## config.mk

```make
export PLATFORM = sky130hd
export DESIGN_NAME = ghist_dir_pred
export DESIGN_NICKNAME = d
export VERILOG_FILES = /design/src/rtl/gsp_pkg.sv /design/src/rtl/gsp_index.sv /design/src/rtl/gsp_hist.sv /design/src/rtl/gsp_table.sv /design/src/rtl/ghist_dir_pred.sv
export SDC_FILE = /design/constraint.sdc
export NUM_CORES = 1
export LEC_CHECK = 0
export BUFFER_PORTS_ARGS = -buffer_cell sky130_fd_sc_hd__buf_2
export CELL_PAD_IN_SITES_DETAIL_PLACEMENT = 0
export CELL_PAD_IN_SITES_GLOBAL_PLACEMENT = 1
export CORE_MARGIN = 3
export CORE_UTILIZATION = 35
export DETAILED_ROUTE_END_ITERATION = 12
export PLACE_DENSITY_LB_ADDON = 0.3
export SETUP_SLACK_MARGIN = 0.02
export SLEW_MARGIN = 20
export SYNTH_ARGS = -nofsm -noshare
export SYNTH_HDL_FRONTEND = slang
export SYNTH_SLANG_ARGS = --single-unit
```

## constraint.sdc

```tcl
create_clock -name clk -period 9.8 [get_ports clk]
set_input_delay 1.96 -clock clk [delete_from_list [all_inputs] [get_ports clk]]
set_output_delay 1.96 -clock clk [all_outputs]
set_load 0.01 [all_outputs]
```

## src/rtl/gsp_pkg.sv

```systemverilog
package gsp_pkg;

  typedef logic [1:0] ctr2_t;

  typedef enum logic {
    IDX_XOR = 1'b0,
    IDX_CAT = 1'b1
  } idx_mode_e;

  localparam ctr2_t CTR_INIT = 2'd1;

  function automatic ctr2_t ctr_step(input ctr2_t c, input logic taken);
    ctr2_t n;
    if (taken) n = (c == 2'd3) ? c : c + 2'd1;
    else       n = (c == 2'd0) ? c : c - 2'd1;
    return n;
  endfunction

  function automatic logic ctr_dir(input ctr2_t c);
    return c[1];
  endfunction

endpackage

```

## src/rtl/gsp_index.sv

```systemverilog
module gsp_index #(
  parameter int                  PC_W        = 32,
  parameter int                  IDX_W       = 8,
  parameter int                  PC_DROP     = 2,
  parameter int                  CAT_PC_BITS = 4,
  parameter gsp_pkg::idx_mode_e  MODE        = gsp_pkg::IDX_XOR
) (
  input  logic [PC_W-1:0]  pc,
  input  logic [IDX_W-1:0] hist,
  output logic [IDX_W-1:0] idx
);
  localparam int CAT_H_BITS = IDX_W - CAT_PC_BITS;

  logic [PC_W-1:0] pc_sh;
  assign pc_sh = pc >> PC_DROP;

  generate
    if (MODE == gsp_pkg::IDX_XOR) begin : g_xor
      logic unused_pc_hi;
      assign unused_pc_hi = ^pc_sh[PC_W-1:IDX_W];
      assign idx = pc_sh[IDX_W-1:0] ^ hist;
    end else begin : g_cat
      logic unused_bits;
      assign unused_bits = ^{pc_sh[PC_W-1:CAT_PC_BITS], hist[IDX_W-1:CAT_H_BITS]};
      assign idx = {pc_sh[CAT_PC_BITS-1:0], hist[CAT_H_BITS-1:0]};
    end
  endgenerate

endmodule

```

## src/rtl/gsp_hist.sv

```systemverilog
module gsp_hist #(
  parameter int W = 8
) (
  input  logic         clk,
  input  logic         rst_n,
  input  logic         shift_en,
  input  logic         bit_in,
  output logic [W-1:0] hist
);
  always_ff @(posedge clk) begin
    if (!rst_n)        hist <= '0;
    else if (shift_en) hist <= {hist[W-2:0], bit_in};
  end

  // history holds when no update is accepted
  a_r3_hist_hold: assert property (@(posedge clk) disable iff (!rst_n)
    !shift_en |=> $stable(hist));

  // newest outcome lands in bit 0
  a_r3_newest_lsb: assert property (@(posedge clk) disable iff (!rst_n)
    shift_en |=> hist[0] == $past(bit_in));

endmodule

```

## src/rtl/gsp_table.sv

```systemverilog
module gsp_table #(
  parameter int IDX_W = 8
) (
  input  logic               clk,
  input  logic               rst_n,
  input  logic [IDX_W-1:0]   rd_idx,
  output gsp_pkg::ctr2_t     rd_ctr,
  input  logic               wr_en,
  input  logic [IDX_W-1:0]   wr_idx,
  input  logic               wr_taken
);
  import gsp_pkg::*;

  localparam int DEPTH = 1 << IDX_W;

  ctr2_t mem [DEPTH];

  assign rd_ctr = mem[rd_idx];

  always_ff @(posedge clk) begin
    if (!rst_n) begin
      for (int i = 0; i < DEPTH; i++) mem[i] <= CTR_INIT;
    end else if (wr_en) begin
      mem[wr_idx] <= ctr_step(mem[wr_idx], wr_taken);
    end
  end

  // saturates at the top
  a_r2_sat_hi: assert property (@(posedge clk) disable iff (!rst_n)
    (wr_en && wr_taken && mem[wr_idx] == 2'd3) |=> mem[$past(wr_idx)] == 2'd3);

  // saturates at the bottom
  a_r2_sat_lo: assert property (@(posedge clk) disable iff (!rst_n)
    (wr_en && !wr_taken && mem[wr_idx] == 2'd0) |=> mem[$past(wr_idx)] == 2'd0);

endmodule

```

## src/rtl/ghist_dir_pred.sv

```systemverilog
module ghist_dir_pred #(
  parameter int                  PC_W        = 32,
  parameter int                  IDX_W       = 8,
  parameter int                  PC_DROP     = 2,
  parameter int                  CAT_PC_BITS = 4,
  parameter gsp_pkg::idx_mode_e  MODE        = gsp_pkg::IDX_XOR
) (
  input  logic             clk,
  input  logic             rst_n,
  input  logic             lk_valid,
  output logic             lk_ready,
  input  logic [PC_W-1:0]  lk_pc,
  output logic             rsp_valid,
  input  logic             rsp_ready,
  output logic             rsp_taken,
  output logic [IDX_W-1:0] rsp_idx,
  input  logic             up_valid,
  output logic             up_ready,
  input  logic [PC_W-1:0]  up_pc,
  input  logic             up_taken
);
  import gsp_pkg::*;

  logic [IDX_W-1:0] hist;
  logic [IDX_W-1:0] lk_idx;
  logic [IDX_W-1:0] up_idx;
  ctr2_t            lk_ctr;
  logic             lk_fire;
  logic             up_fire;

  assign up_ready = 1'b1;
  assign up_fire  = up_valid;
  assign lk_ready = !rsp_valid || rsp_ready;
  assign lk_fire  = lk_valid && lk_ready;

  gsp_index #(
    .PC_W(PC_W), .IDX_W(IDX_W), .PC_DROP(PC_DROP),
    .CAT_PC_BITS(CAT_PC_BITS), .MODE(MODE)
  ) u_lk_index (
    .pc(lk_pc), .hist(hist), .idx(lk_idx)
  );

  gsp_index #(
    .PC_W(PC_W), .IDX_W(IDX_W), .PC_DROP(PC_DROP),
    .CAT_PC_BITS(CAT_PC_BITS), .MODE(MODE)
  ) u_up_index (
    .pc(up_pc), .hist(hist), .idx(up_idx)
  );

  gsp_hist #(.W(IDX_W)) u_hist (
    .clk(clk), .rst_n(rst_n), .shift_en(up_fire),
    .bit_in(up_taken), .hist(hist)
  );

  gsp_table #(.IDX_W(IDX_W)) u_table (
    .clk(clk), .rst_n(rst_n),
    .rd_idx(lk_idx), .rd_ctr(lk_ctr),
    .wr_en(up_fire), .wr_idx(up_idx), .wr_taken(up_taken)
  );

  always_ff @(posedge clk) begin
    if (!rst_n) begin
      rsp_valid <= 1'b0;
      rsp_taken <= 1'b0;
      rsp_idx   <= '0;
    end else if (lk_fire) begin
      rsp_valid <= 1'b1;
      rsp_taken <= ctr_dir(lk_ctr);
      rsp_idx   <= lk_idx;
    end else if (rsp_ready) begin
      rsp_valid <= 1'b0;
    end
  end

  // a stalled response is held unchanged
  a_r8_rsp_hold: assert property (@(posedge clk) disable iff (!rst_n)
    (rsp_valid && !rsp_ready) |=> rsp_valid && $stable(rsp_taken) && $stable(rsp_idx));

  // no new lookup is taken while the response is stalled
  a_r8_ready_low: assert property (@(posedge clk) disable iff (!rst_n)
    (rsp_valid && !rsp_ready) |-> !lk_ready);

  // an accepted lookup yields a response next cycle
  a_r8_rsp_next: assert property (@(posedge clk) disable iff (!rst_n)
    (lk_valid && lk_ready) |=> rsp_valid);

endmodule

```

==> metrics.md <==
| Metric | Value |
|---|---|
| Result of the run | `finished clean` |
| Total setup buffers inserted after CTS | `0` |
| Kind of cell adding the most delay to the critical path | `simple AND/OR/NAND/NOR gates` |
| Nets | `2,401` |
| Leakage power | `about 8.5 nW` |
| Seq cells post-synth | `530` |
| Detail Route Antenna Nets | `0` |
| Peak ir drop on the vdd network | `132 uV` |
| Number of hold violations in the final report | `0` |
| Drt pass-1 iters | `6` |
| Clk_lat worst skew | `roughly 0.64 ns` |
| Fraction of final layout cells with drive strength greater than 1 | `15.2%` |
| Maximum single-stage delay on the critical path | `0.76 ns` |
| Final period util | `around two thirds` |
| GR met3 Demand/Resource | `3.66%` |
| Required time of the critical path | `approximately 10 ns` |
| Total CTS buffers | `slightly below 60` |
| Remaining Overflow, GRT | `0` |
| Buffer type at the clock tree root | `sky130_fd_sc_hd__clkbuf_16` |
| Summed instance area of the synthesized netlist | `roughly 28,000 sq um` |
| Clock tree buffer depth | `3` |
| Most frequent CP cell | `sky130_fd_sc_hd__nand3_1` |
| Routing usage on met1 | `about a third` |
| Sink Count | `530` |
| Post-Route Skew | `0.0207 ns` |
| Worst path slowest cell | `sky130_fd_sc_hd__nor4_1` |
| Number of warnings printed during yosys synthesis | `0` |
| Setup Total Neg Slack | `0 ns` |
| Clock transition at the registers of the reported paths | `about 0.06 ns` |
| DRC errors left | `0` |
| Fin. max-slew vios | `0` |
| Worst hold path type | `flip-flop to flip-flop` |
| Number of enable flip-flop cells after synthesis | `512` |
| Power per standard cell area | `182 nW/um^2` |
| Final critical delay including setup and external delays | `between 6 and 7 ns` |
| Total half-perimeter wirelength after legalization and detailed placement | `roughly 57 mm` |
| Area of the die | `~83,000 sq um` |
| Effective utilization at floorplan | `a little over a third` |
| Y dimension of the die | `roughly 290 um` |
| Count of buffers from port buffering | `32` |
| Top-Level Pins | `between 80 and 90` |
| Critical-path maximum fanout | `57` |
| Total via count in the routed design | `21,300` |
| Num rows | `slightly above 100` |
| Worst path bufs/invs | `3` |
| Max Freq | `about 0.16 GHz` |
| Antenna violations before repair | `7` |
| Arr. time, crit path | `about 6.7 ns` |
| Routability congestion estimate | `approximately 0.84` |
| Starting DRT DRC Count | `2,964` |
| Critical path class | `input port to flip-flop` |
| Die span in x | `289 um` |
| Distinct cell type count after synthesis | `49` |
| Unrepaired setup endpoints after global routing | `no` |
| Syn Inst Count | `around 2,500` |
| Kind of capture point of the worst setup path | `flip-flop` |
| Setup Viol. Count Final | `0` |
| Final design utilization | `approximately two fifths` |
| Worst path cell trace | `buf_2 -> xor2_4 -> buf_12 -> mux4_2 -> nand2_1 -> a41oi_1 -> nor4_1 -> nand3_1 -> a21oi_2 -> maj3_4 -> buf_4 -> nand3_1` |
| Met2 capacity usage during global routing | `between 30% and 40%` |
| Relative slew margins | `24.6%` |
| Most heavily used metal layer in global routing | `met2` |
| Via count of the first global-routing pass | `a little over 20,000` |
| Maximum number of pins on one net before global-route repair | `156` |
| Placeable core region | `roughly 78,000 sq um` |
| Routed wire length | `approximately 99 mm` |
| Area grow syn2layout | `9.47%` |
| Average footprint of a synthesized cell | `11.3 sq um` |
| Proportion of synthesized chip area in sequential cells | `56.3%` |
| Proportion of synthesized flip-flops having asynchronous set or reset | `0%` |
| Post-CTS resize count | `0` |
| Fill cell instance count of the final layout | `7,427` |
| Transition time at the pin with the least slew margin | `1.13 ns` |
| Total routing usage reported by global routing | `a little under a quarter` |
| Net count after synthesis | `about 2,500` |
| Vias per inst | `6.24` |
| Global-route wire length before repair | `between 100 and 150 mm` |
| Type of element launching the critical path | `input port` |
| Dominant register cell in the synthesized netlist | `sky130_fd_sc_hd__edfxtp_1` |
| Routed len/inst | `29.0 um` |
| Maximum Capacitance Violations | `0` |
| CTS tree | `built` |
| Area taken by flip-flops and latches | `between 15,000 and 20,000 sq um` |
| Multi-input logic area | `~11,000 sq um` |
| Hold buffer count at CTS | `0` |
| Deepest level of the CTS H-tree | `2` |
-- worst register-to-register path: stages (launching register included) --
cell	delay (ns)
sky130_fd_sc_hd__dfxtp_1	0.68
sky130_fd_sc_hd__xor2_4	0.65
sky130_fd_sc_hd__buf_12	0.44
sky130_fd_sc_hd__mux4_2	0.72
sky130_fd_sc_hd__nand2_1	0.09
sky130_fd_sc_hd__a41oi_1	0.17
sky130_fd_sc_hd__nor4_1	0.76
sky130_fd_sc_hd__nand3_1	0.20
sky130_fd_sc_hd__a21oi_2	0.19
sky130_fd_sc_hd__maj3_4	0.65
sky130_fd_sc_hd__buf_4	0.61
sky130_fd_sc_hd__nand3_1	0.20
-- cell families after synthesis --
| family | after synthesis | share of synthesized area [%] |
|---|---|---|
| fa+ha+maj | 2 | 0.0895 |
| simple gates | 1004 | 16.3 |
| flops | 530 | 56.3 |
| compound gates | 422 | 8.38 |
| buf+inv | 304 | 5.86 |
| mux | 180 | 12.2 |
| other cells | 1 | 0.0134 |
| xor+xnor | 25 | 0.851 |
-- area by class of cell --
| cell class | instances | share of cell area (%) |
|---|---|---|
| clock inverter | 43 | 1.38 |
| tap | 1040 | 4.25 |
| inverter | 2 | 0.0245 |
| antenna | 1 | 0.00818 |
| multi-input combinational | 1634 | 35.3 |
| timing repair buffer | 104 | 2.60 |
| clock buffer | 66 | 4.98 |
| sequential | 530 | 51.4 |
-- state kept, by name (all words and copies together), names as in the netlist --
register     flops
rsp_idx          8
rsp_taken        1
rsp_valid        1
u_hist.hist      8
u_table.mem    512
-- where the power goes --
| part | total (mW) | internal, mW | switching (mW) | leakage [nW] |
|---|---|---|---|---|
| registers | 2.55 | 2.52 | 0.0250 | 4.58 |
| clock network | 2.27 | 1.32 | 0.945 | 0.957 |
| logic | 0.753 | 0.199 | 0.555 | 3.01 |
| total | 5.57 | 4.04 | 1.52 | 8.55 |
-- stage by stage --
step | setup slack (ns) | hold slack, ns | area [sq um] | power [mW] | instances
6_report | 3.40 | 0.483 | 30600 | 5.57 | 3420
5_1_grt | 3.27 | 0.505 | 30600 | 5.73 | 3419
4_1_cts | 3.43 | 0.489 | 30600 | 5.57 | 3419
3_5_place_dp | 2.79 | 0.477 | 28600 | 3.34 | 3310
3_3_place_gp | 2.76 | 0.466 | 28600 | 3.33 | 3310
2_1_floorplan | 4.91 | 0.493 | 28000 | 3.15 | 2468
-- routing by layer --
metal  routed length, um  share of wire (%)  up-vias
li1                    -                  -     9022
met2               46300                 47     1291
met5                  26              0.026        -
met3               10200                 10      206
met1               38500                 39    10800
met4                4070                4.1        4
-- cells in the mapped netlist (3+ instances only) --
library cell	instances	share of area [%]
sky130_fd_sc_hd__a211o_1	3	0.094
sky130_fd_sc_hd__nand4_1	4	0.090
sky130_fd_sc_hd__nor2b_1	13	0.29
sky130_fd_sc_hd__edfxtp_1	512	55
sky130_fd_sc_hd__o211a_1	3	0.11
sky130_fd_sc_hd__clkbuf_1	198	2.7
sky130_fd_sc_hd__nor4_1	31	0.69
sky130_fd_sc_hd__buf_2	21	0.38
sky130_fd_sc_hd__o22ai_1	19	0.43
sky130_fd_sc_hd__nand2b_1	3	0.067
sky130_fd_sc_hd__nand2_1	374	5.0
sky130_fd_sc_hd__buf_6	48	1.9
sky130_fd_sc_hd__a21oi_1	101	1.8
sky130_fd_sc_hd__nor3_1	244	4.4
sky130_fd_sc_hd__mux4_2	129	10
sky130_fd_sc_hd__xnor2_1	11	0.34
sky130_fd_sc_hd__a22oi_1	12	0.32
sky130_fd_sc_hd__buf_1	9	0.12
sky130_fd_sc_hd__dfxtp_1	18	1.3
sky130_fd_sc_hd__nor2_1	67	0.90
sky130_fd_sc_hd__nand3_1	260	4.7
sky130_fd_sc_hd__a211oi_1	6	0.16
sky130_fd_sc_hd__buf_4	23	0.62
sky130_fd_sc_hd__o21ai_0	240	4.3
sky130_fd_sc_hd__o311ai_0	4	0.13
sky130_fd_sc_hd__mux2i_1	51	1.8
sky130_fd_sc_hd__a41oi_1	22	0.69
sky130_fd_sc_hd__xor2_1	13	0.41
-- placed cells by master (no fill, tap or decap), types with 3 or more instances in the layout --
cell type,count
sky130_fd_sc_hd__nor2b_1,13
sky130_fd_sc_hd__edfxtp_1,512
sky130_fd_sc_hd__dfxtp_1,18
sky130_fd_sc_hd__o311ai_0,4
sky130_fd_sc_hd__xnor2_1,10
sky130_fd_sc_hd__a211oi_1,6
sky130_fd_sc_hd__nor2_4,16
sky130_fd_sc_hd__mux2i_1,51
sky130_fd_sc_hd__nor3_1,244
sky130_fd_sc_hd__nand4_1,4
sky130_fd_sc_hd__clkbuf_16,60
sky130_fd_sc_hd__nor2_2,12
sky130_fd_sc_hd__mux4_2,129
sky130_fd_sc_hd__nand3_1,260
sky130_fd_sc_hd__clkinv_1,16
sky130_fd_sc_hd__clkbuf_1,6
sky130_fd_sc_hd__xor2_1,9
sky130_fd_sc_hd__nand2_1,372
sky130_fd_sc_hd__buf_12,7
sky130_fd_sc_hd__a211o_1,3
sky130_fd_sc_hd__buf_2,31
sky130_fd_sc_hd__xor2_4,4
sky130_fd_sc_hd__a41oi_1,22
sky130_fd_sc_hd__a21oi_1,101
sky130_fd_sc_hd__buf_4,65
sky130_fd_sc_hd__o22ai_1,19
sky130_fd_sc_hd__nor2_1,39
sky130_fd_sc_hd__clkinv_2,14
sky130_fd_sc_hd__bufinv_16,8
sky130_fd_sc_hd__o211a_1,3
sky130_fd_sc_hd__a22oi_1,12
sky130_fd_sc_hd__nor4_1,31
sky130_fd_sc_hd__o21ai_0,240
-- path summary, 6_finish.rpt --
| check | from | endpoint | slack (ns) | depth (start not counted) |
|---|---|---|---|---|
| worst max-delay path | up_pc[2] | u_table.mem[194][0] | 3.40 | 12 |
| worst min-delay path | rsp_taken | rsp_taken | 0.48 | 2 |
| worst max register to register | u_hist.hist[0] | u_table.mem[194][0] | 4.13 | 11 |
| worst min register to register | rsp_taken | rsp_taken | 0.48 | 2 |
(Power assumes the default switching activity.)
